**config.mk**
```make
export PLATFORM = sky130hd
export DESIGN_NAME = uart_rx_errfifo
export DESIGN_NICKNAME = d
export VERILOG_FILES = /design/src/rtl/uart_rx_pkg.sv /design/src/rtl/uart_rx_deser.sv /design/src/rtl/uart_rx_fifo.sv /design/src/rtl/uart_rx_errfifo.sv
export SDC_FILE = /design/constraint.sdc
export NUM_CORES = 1
export LEC_CHECK = 0
export ABC_AREA = 1
export BUFFER_PORTS_ARGS = -buffer_cell sky130_fd_sc_hd__buf_2
export CAP_MARGIN = 40
export CORE_MARGIN = 3
export CORE_UTILIZATION = 50
export CTS_CLUSTER_SIZE = 16
export DETAILED_ROUTE_END_ITERATION = 16
export MAX_ROUTING_LAYER = met4
export PLACE_DENSITY = 0.63
export REMOVE_ABC_BUFFERS = 1
export SETUP_SLACK_MARGIN = 0.15
export SYNTH_ARGS = -nofsm -noshare
export SYNTH_HDL_FRONTEND = slang
export SYNTH_SLANG_ARGS = --single-unit
```
**constraint.sdc**
```tcl
create_clock -name clk -period 6.72 [get_ports clk]
set_clock_uncertainty 0.05 [all_clocks]
set_input_delay 1.344 -clock clk [delete_from_list [all_inputs] [get_ports clk]]
set_output_delay 1.344 -clock clk [all_outputs]
set_load 0.02 [all_outputs]
```
**src/rtl/uart_rx_pkg.sv**
```systemverilog
package uart_rx_pkg;
    localparam int unsigned CHAR_W = 8;

    typedef struct packed {
        logic              brk;
        logic              par;
        logic              frm;
        logic [CHAR_W-1:0] data;
    } rx_char_t;

    typedef enum logic [2:0] {
        RX_IDLE,
        RX_START,
        RX_DATA,
        RX_PAR,
        RX_STOP,
        RX_HOLD
    } rx_state_e;
endpackage

```
**src/rtl/uart_rx_deser.sv**
```systemverilog
module uart_rx_deser
    import uart_rx_pkg::*;
#(
    parameter int unsigned SYNC_STAGES = 2,
    parameter int unsigned OVERSAMPLE  = 16,
    parameter bit          PARITY_EN   = 1'b1,
    parameter bit          PARITY_ODD  = 1'b0
) (
    input  logic     clk,
    input  logic     rst_n,
    input  logic     rxd_i,
    input  logic     tick_i,
    output logic     push_o,
    output rx_char_t char_o
);
    localparam int unsigned CNT_W = $clog2(OVERSAMPLE);
    localparam int unsigned IDX_W = $clog2(CHAR_W);
    localparam logic [CNT_W-1:0] MID     = CNT_W'(OVERSAMPLE / 2 - 1);
    localparam logic [CNT_W-1:0] LAST    = CNT_W'(OVERSAMPLE - 1);
    localparam logic [IDX_W-1:0] TOP_IDX = IDX_W'(CHAR_W - 1);

    typedef struct packed {
        rx_state_e         st;
        logic [CNT_W-1:0]  cnt;
        logic [IDX_W-1:0]  idx;
        logic [CHAR_W-1:0] sh;
        logic              parbit;
        logic              push;
        rx_char_t          chr;
    } deser_t;

    deser_t q, d;
    logic [SYNC_STAGES-1:0] sync_q;
    logic rx, brk_hit, par_bad;

    // Metastability filter on the asynchronous line
    always_ff @(posedge clk or negedge rst_n) begin
        if (!rst_n) sync_q <= '1;
        else        sync_q <= {sync_q[SYNC_STAGES-2:0], rxd_i};
    end
    assign rx = sync_q[SYNC_STAGES-1];

    assign brk_hit = (q.sh == '0) && !rx && (!PARITY_EN || !q.parbit);
    assign par_bad = PARITY_EN && ((^q.sh ^ q.parbit) != PARITY_ODD);

    always_comb begin
        d      = q;
        d.push = 1'b0;
        if (tick_i) begin
            unique case (q.st)
                RX_IDLE: begin
                    if (!rx) begin
                        d.st  = RX_START;
                        d.cnt = '0;
                    end
                end
                RX_START: begin
                    if (q.cnt == MID) begin
                        d.cnt = '0;
                        d.idx = '0;
                        d.st  = rx ? RX_IDLE : RX_DATA;
                    end else d.cnt = q.cnt + 1'b1;
                end
                RX_DATA: begin
                    if (q.cnt == LAST) begin
                        d.cnt = '0;
                        d.sh  = {rx, q.sh[CHAR_W-1:1]};
                        if (q.idx == TOP_IDX) d.st = PARITY_EN ? RX_PAR : RX_STOP;
                        else                  d.idx = q.idx + 1'b1;
                    end else d.cnt = q.cnt + 1'b1;
                end
                RX_PAR: begin
                    if (q.cnt == LAST) begin
                        d.cnt    = '0;
                        d.parbit = rx;
                        d.st     = RX_STOP;
                    end else d.cnt = q.cnt + 1'b1;
                end
                RX_STOP: begin
                    if (q.cnt == LAST) begin
                        d.cnt  = '0;
                        d.idx  = '0;
                        d.push = 1'b1;
                        d.chr  = '0;
                        if (brk_hit) begin
                            d.chr.brk = 1'b1;
                            d.st      = RX_HOLD;
                        end else begin
                            d.chr.par  = par_bad;
                            d.chr.frm  = !rx;
                            d.chr.data = q.sh;
                            // a low stop bit doubles as the next start bit
                            d.st       = rx ? RX_IDLE : RX_DATA;
                        end
                    end else d.cnt = q.cnt + 1'b1;
                end
                RX_HOLD: begin
                    if (rx) d.st = RX_IDLE;
                end
                default: d.st = RX_IDLE;
            endcase
        end
    end

    always_ff @(posedge clk or negedge rst_n) begin
        if (!rst_n) q <= '0;
        else        q <= d;
    end

    assign push_o = q.push;
    assign char_o = q.chr;

    assert_glitch_drop_R1: assert property (@(posedge clk) disable iff (!rst_n)
        (q.st == RX_START && tick_i && q.cnt == MID && rx) |=> (q.st == RX_IDLE && !push_o));

    assert_break_zero_R5: assert property (@(posedge clk) disable iff (!rst_n)
        (push_o && char_o.brk) |-> (char_o.data == '0 && !char_o.frm && !char_o.par));
endmodule

```
**src/rtl/uart_rx_fifo.sv**
```systemverilog
module uart_rx_fifo #(
    parameter int unsigned DEPTH = 16,
    parameter int unsigned WIDTH = 11
) (
    input  logic                       clk,
    input  logic                       rst_n,
    input  logic                       single_i,
    input  logic                       push_i,
    input  logic [WIDTH-1:0]           din_i,
    input  logic                       pop_i,
    output logic [WIDTH-1:0]           dout_o,
    output logic [$clog2(DEPTH+1)-1:0] count_o,
    output logic                       accept_o,
    output logic                       popped_o
);
    localparam int unsigned AW = $clog2(DEPTH);
    localparam int unsigned CW = $clog2(DEPTH + 1);
    localparam logic [AW-1:0] PTR_LAST = AW'(DEPTH - 1);

    typedef struct packed {
        logic [AW-1:0] wp;
        logic [AW-1:0] rp;
        logic [CW-1:0] cnt;
    } fifo_t;

    fifo_t q, d;
    logic [WIDTH-1:0] mem [DEPTH];
    logic full;

    assign full     = single_i ? (q.cnt != '0) : (q.cnt == CW'(DEPTH));
    assign popped_o = pop_i && (q.cnt != '0);
    assign accept_o = push_i && (!full || popped_o);

    always_comb begin
        d = q;
        if (accept_o) d.wp = (q.wp == PTR_LAST) ? '0 : q.wp + 1'b1;
        if (popped_o) d.rp = (q.rp == PTR_LAST) ? '0 : q.rp + 1'b1;
        d.cnt = q.cnt + CW'(accept_o) - CW'(popped_o);
    end

    always_ff @(posedge clk or negedge rst_n) begin
        if (!rst_n) q <= '0;
        else        q <= d;
    end

    always_ff @(posedge clk) begin
        if (accept_o) mem[q.wp] <= din_i;
    end

    assign dout_o  = mem[q.rp];
    assign count_o = q.cnt;

    assert_count_bound_R7: assert property (@(posedge clk) disable iff (!rst_n)
        q.cnt <= CW'(DEPTH));

    assert_drop_keeps_level_R8: assert property (@(posedge clk) disable iff (!rst_n)
        (push_i && !accept_o) |=> $stable(q.cnt));
endmodule

```
**src/rtl/uart_rx_errfifo.sv**
```systemverilog
module uart_rx_errfifo
    import uart_rx_pkg::*;
#(
    parameter int unsigned DEPTH      = 16,
    parameter int unsigned OVERSAMPLE = 16,
    parameter bit          PARITY_EN  = 1'b1,
    parameter bit          PARITY_ODD = 1'b0
) (
    input  logic        clk,
    input  logic        rst_n,
    input  logic        rxd_i,
    input  logic        tick16_i,
    input  logic        fifo_en_i,
    input  logic        stat_rd_i,
    input  logic        pop_i,
    output logic [7:0]  head_data_o,
    output logic        head_valid_o,
    output logic        stat_frame_o,
    output logic        stat_parity_o,
    output logic        stat_break_o,
    output logic        stat_overrun_o,
    output logic        stat_fifo_err_o
);
    localparam int unsigned ENTRY_W = $bits(rx_char_t);
    localparam int unsigned CW      = $clog2(DEPTH + 1);

    typedef struct packed {
        logic [2:0]    vis;   // {brk, par, frm} visibility of head tags
        logic          ovr;
        logic          sum;
        logic [CW-1:0] errs;  // tagged entries held in the queue
    } stat_t;

    stat_t s_q, s_d;
    rx_char_t push_chr, head_chr;
    logic push, accept, popped, new_head, err_in, err_out;
    logic [ENTRY_W-1:0] fifo_dout;
    logic [CW-1:0] fifo_cnt;

    uart_rx_deser #(
        .SYNC_STAGES(2),
        .OVERSAMPLE (OVERSAMPLE),
        .PARITY_EN  (PARITY_EN),
        .PARITY_ODD (PARITY_ODD)
    ) i_deser (
        .clk    (clk),
        .rst_n  (rst_n),
        .rxd_i  (rxd_i),
        .tick_i (tick16_i),
        .push_o (push),
        .char_o (push_chr)
    );

    uart_rx_fifo #(
        .DEPTH(DEPTH),
        .WIDTH(ENTRY_W)
    ) i_fifo (
        .clk      (clk),
        .rst_n    (rst_n),
        .single_i (!fifo_en_i),
        .push_i   (push),
        .din_i    (push_chr),
        .pop_i    (pop_i),
        .dout_o   (fifo_dout),
        .count_o  (fifo_cnt),
        .accept_o (accept),
        .popped_o (popped)
    );

    assign head_chr = rx_char_t'(fifo_dout);
    assign new_head = popped ? (fifo_cnt >= CW'(2) || accept) : (accept && fifo_cnt == '0);
    assign err_in   = accept && (push_chr.brk || push_chr.par || push_chr.frm);
    assign err_out  = popped && (head_chr.brk || head_chr.par || head_chr.frm);

    always_comb begin
        s_d      = s_q;
        s_d.errs = s_q.errs + CW'(err_in) - CW'(err_out);
        if (new_head)       s_d.vis = 3'b111;
        else if (stat_rd_i) s_d.vis = 3'b000;
        if (push && !accept) s_d.ovr = 1'b1;
        else if (stat_rd_i)  s_d.ovr = 1'b0;
        if (stat_rd_i) s_d.sum = err_in || (s_d.errs != '0);
        else           s_d.sum = s_q.sum || err_in;
    end

    always_ff @(posedge clk or negedge rst_n) begin
        if (!rst_n) s_q <= '0;
        else        s_q <= s_d;
    end

    assign head_valid_o    = fifo_cnt != '0;
    assign head_data_o     = head_chr.data;
    assign stat_frame_o    = head_valid_o && s_q.vis[0] && head_chr.frm;
    assign stat_parity_o   = head_valid_o && s_q.vis[1] && head_chr.par;
    assign stat_break_o    = head_valid_o && s_q.vis[2] && head_chr.brk;
    assign stat_overrun_o  = s_q.ovr;
    assign stat_fifo_err_o = s_q.sum && fifo_en_i;

    assert_overrun_set_R8: assert property (@(posedge clk) disable iff (!rst_n)
        (push && !accept) |=> stat_overrun_o);

    assert_summary_covers_R9: assert property (@(posedge clk) disable iff (!rst_n)
        (s_q.errs != '0 && fifo_en_i) |-> stat_fifo_err_o);

    assert_read_clears_R6: assert property (@(posedge clk) disable iff (!rst_n)
        (stat_rd_i && !new_head) |=> !(stat_frame_o || stat_parity_o || stat_break_o));
endmodule

```
=== Yosys cells after proc, flatten, opt, wreduce, memory -nomap -nowiden ===
Memory sizes are Yosys's and may differ from the RTL's.
Cells that the tools add are included.

* Add/sub/neg operators: 8
* $lt $le $gt $ge: 1
* Equal/unequal tests: 19
* Muxes and demuxes: 34
* Bitwise operators: 1
* Reductions and logical operators: 44

{| class="wikitable"
|+ Operators by type and width
! cell !! count
|-
| 12-bit two-way mux || 3
|-
| 3-bit two-way mux || 12
|-
| 3-bit one-hot mux with 6 select lines || 1
|-
| 4-bit two-way mux || 4
|-
| 1-bit logical AND || 15
|-
| 4-bit by 1-bit adder with 4-bit output (second input constant) || 3
|-
| 4-bit equality test (second input constant) || 3
|-
| 2-bit by 1-bit inequality test with 1-bit output (second input constant) || 6
|-
| 4-bit one-hot mux with 3 select lines || 1
|-
| 3-bit AND reduction || 4
|-
| 11-bit two-way mux || 1
|-
| 5-bit by 1-bit adder with 5-bit output || 2
|-
| 10-bit two-way mux || 1
|-
| 5-bit nonzero test || 2
|-
| 5-bit by 1-bit subtractor with 5-bit output || 2
|-
| 3-bit equality test (second input constant) || 3
|-
| 3-bit one-hot mux with 3 select lines || 1
|-
| 8-bit zero test || 1
|-
| 1-bit logical OR || 8
|-
| 1-bit two-way mux || 8
|-
| 8-bit AND reduction || 1
|-
| 8-bit parity || 1
|-
| 7-bit two-way mux || 1
|-
| 3-bit by 2-bit equality test with 1-bit output (second input constant) || 2
|-
| other kinds (15) || 21
|}

* Bits in registers: 56
* Memory bits (writable): 176
* Bits of input ports: 7
* Output and inout port bits: 14
* Memories kept: 1

{| class="wikitable"
|+ Memories
! name !! depth !! bits a word !! read ports !! clocked after Yosys merged registers in !! wr ports !! RTL line !! text
|-
| i_fifo.mem || 16 || 11 || 1 || 0 || 1 || uart_rx_fifo.sv:27 || <nowiki>logic [WIDTH-1:0] mem [DEPTH];</nowiki>
|}

=== Longest topological paths before layout ===
* Depth after elaboration: 11
* Gate-level depth with buffers: 22
* Gate-level depth less buffers: 20

=== Modules after synthesis ===
Synthesis repeated with hierarchy kept, for this count alone.

* Cells, all modules: 1108
* Area, all modules: 10761.6 um^2

{| class="wikitable"
|+ By module, submodules not included
! module !! times used !! cells each !! area an instance (um^2) !! sequential area each (um^2)
|-
| uart_rx_fifo || 1 || 785 || 8210.4 || 5610.4
|-
| uart_rx_deser || 1 || 246 || 2000.7 || 828.3
|-
| uart_rx_errfifo || 1 || 77 || 550.5 || 200.2
|}

=== Worst setup path after synthesis ===
Ideal clock, no wire load.

* Path kind: input to register
* Start: input port fifo_en_i
* End: register s_q[5] (netlist bit)
* Arrival time: 3.146 ns
* Data required time: 6.534 ns
* Setup slack: 3.388 ns
* Stages: 15
* Path buffers: 0
* Path through: nand2_1 nand3b_1 nand2_2 inv_2 o31ai_1 ha_1 inv_1 ha_1 fa_1 nand3_1 nand2_1 xor2_1 nand3_1 nand2_1 nand3_1

{| class="wikitable"
|+ RTL lines
! item !! RTL line !! text
|-
| from (decl) || uart_rx_errfifo.sv:13 || <nowiki>input logic fifo_en_i,</nowiki>
|-
| to (signal assigned) || uart_rx_errfifo.sv:87 || <nowiki>if (!rst_n) s_q <= '0;</nowiki>
|-
| to (signal assigned) || uart_rx_errfifo.sv:88 || <nowiki>else s_q <= s_d;</nowiki>
|-
| to (decl) || uart_rx_errfifo.sv:34 || <nowiki>stat_t s_q, s_d;</nowiki>
|}

=== Worst setup path after layout ===
* Start: register i_fifo.q[5] (netlist bit)
* End: output port head_data_o[4]

* Word-level cells in the longest chain between the ends: 1

{| class="wikitable"
|+ Ends and longest elaborated chain
! item !! RTL line !! text
|-
| from (decl) || uart_rx_fifo.sv:26 || <nowiki>fifo_t q, d;</nowiki>
|-
| from (signal assigned) || uart_rx_fifo.sv:42 || <nowiki>if (!rst_n) q <= '0;</nowiki>
|-
| from (signal assigned) || uart_rx_fifo.sv:43 || <nowiki>else q <= d;</nowiki>
|-
| memory read 16 x 11 bit || n/a ||
|-
| to (decl) || uart_rx_errfifo.sv:16 || <nowiki>output logic [7:0] head_data_o,</nowiki>
|}

No other way between the ends.

==> metrics <==
vias in the first global route=6276; post-synthesis sequential area ratio=between 60% and 70%; Num CTS Buffers=24; Initial DRT Pass Iterations=5; worst-path fanout max=89; final hold slack=slightly above 300 ps; H-tree Lvls=1; first-pass GRT wire length=33700 um; dominant cell by count in the synthesized netlist=edfxtp_1; final core occ=a little under three fifths; Storage cell area=0.00664 sq mm; Post-CTS Setup Inserts=0; ys flop type=edfxtp_1; largest net degree at the start of global routing=90; YS warnings=0; hold_buf cts=0; Iter 0 DRT Violations=539; die span in y=147 um; IO Port Bufs=20; unrepaired setup endpoints after global routing=no; clk sinks=between 200 and 250; Clock Root Buffer=clkbuf_16; max_cap viols=0; Final period util=64.6%; Worst Hold Class=reg2reg; Initial Utilization=51.1%; Cell Rows=51; Final Non-Filler Cells=between 1000 and 1500; worst skew pair latency=a little over 500 ps; worst vdd ir=0.000225 V; Mapped Area=0.0100 sq mm; area leader, netlist=edfxtp_1; worst-case reg-to-reg path depth=18; number of synthesized flops with an enable pin=176; drt drc=0; post-CTS sizing=0; outcome=completed; most frequent cells after synthesis=edfxtp_1 (176), nand2_1 (137), nor2_1 (111); Vias=6328; diode count=0; critical path type=reg2out; final hold vios=0; core area=0.0196 sq mm; power per cell area=386 mW/mm^2; nets@finish=946; DIE AREA=0.0217 sq mm; drt wl/cell=between 15 and 20 um; Worst-Margin Slew=868 ps; dpl hpwl=12500 um; TNS Setup=0 ps; Multi-input gate area=0.00279 sq mm; post-synthesis cell type count=42; clock slew at reported path FFs=60 ps; layout cells sized above 1=10.9%; Max transition margin=a little over two fifths; Crit path arrival time=2950 ps; initial antenna violation count=0; Final Max Tran Viols=0; Avg Inst Size Synth=between 10 and 15 sq um; Synth top area share=52.8%; drt total wl=a little over 20000 um; endpoint class of the critical path=output pin; Clock Path Buffers=3; FFs w/ async S/R, synth=between 20% and 30%; # fillers=1684; Die Span X=between 100 and 150 um; area grow syn2layout=11.7%; io pins=21; ANT nets after route=0; gr usage total=20.0%; overall power=0.00431 W; minimum clock period=between 4000 and 5000 ps; leak pwr=4.64 nW; placed insts=1150; Vias/cell=about 5.3; top cells by area, synth=edfxtp_1 (53%), dfrtp_1 (13%), nand2_1 (5.1%); Mapped Cells=882; worst hold stages=0; total grt overflow=0; Worst Path Required=5330 ps; # setup viols final=0; achievable frequency=230 MHz; CTS tree=yes; Placer Congestion=about 0.79; Seq cells post-synth=230; Critical Path Source Type=register
==> cells in the final DEF, fill, tap and decap left out, types with 17 or more instances in the layout <==
master     count
buf_2         20
o22ai_1       20
edfxtp_1     176
buf_4         17
clkbuf_16     25
dfrtp_1       51
o21ai_0       87
ha_1          26
nand2_1      137
nor2_1       111
o21ai_1       22
nand3_1       52
inv_1         80
==> metrics by stage <==
stage,setup slack [ps],area [sq um]
5_1_grt,2110,11200
6_report,2380,11200
2_1_floorplan,2340,9770
3_5_place_dp,2850,10400
4_1_cts,2360,11200
3_3_place_gp,2900,10300
==> routing by layer <==
metal  global-route usage (%)  vias up  wire [um]
met5                        -        -          0
met2                     33.1      120       9850
met3                     2.70       26       1040
met4                     4.24        0        295
met1                     27.0     3080       9280
li1                         -     3102          -
==> state kept, by name, summed over array words and instances, names as in the netlist <==
name and count:
i_fifo.q 8, i_deser.push_o 1, i_deser.sync_q 2, i_fifo.mem 176
i_fifo.count_o 5, i_deser.q 19, i_deser.char_o 11, stat_overrun_o 1
s_q 7
==> critical path: stages, from the launching register on <==
cell and delay, ps:
dfrtp_2 880, inv_4 520, o21ai_0 310, o22ai_1 100, o211ai_1 280, nand3_1 120, buf_2 180
==> path summary, 6_finish.rpt <==
kind                                             start                          end  slack, ps
max                            i_fifo.q[5]$_DFFE_PN0N_               head_data_o[4]       2380
min                        i_deser.sync_q[0]$_DFF_PN1_  i_deser.sync_q[1]$_DFF_PN1_        310
max reg2reg                    i_fifo.q[5]$_DFFE_PN0N_             s_q[5]$_DFF_PN0_       2820
min reg2reg                i_deser.sync_q[0]$_DFF_PN1_  i_deser.sync_q[1]$_DFF_PN1_        310
max in group asynchronous                        rst_n      i_fifo.q[5]$_DFFE_PN0N_       5220
min in group asynchronous                        rst_n    i_deser.q[14]$_DFFE_PN0P_        910
==> cell type report <==
cell class	instances	share of cell area, %
repair buffers	39	2.24
inverters	90	3.05
well taps	265	2.97
flip-flops and latches	230	59.4
clock buffers	39	6.43
clock inverters	5	0.885
multi-input cells	526	25.0
==> logic make-up after synthesis <==
family | count (synthesis) | share of synthesized area, %
XOR/XNOR | 15 | 1.31
AO/OA/AOI/OAI | 161 | 9.05
buffers and inverters | 126 | 5.74
AND/OR/NAND/NOR | 322 | 13.9
flip-flops | 230 | 66.3
adder cells (fa/ha/maj) | 28 | 3.65
==> power by group <==
group	internal [W]	switching, W
combinational	0.000430	0.000846
clock	0.000842	0.000522
sequential	0.00158	0.0000944
Power figures use the tool's default switching activity.
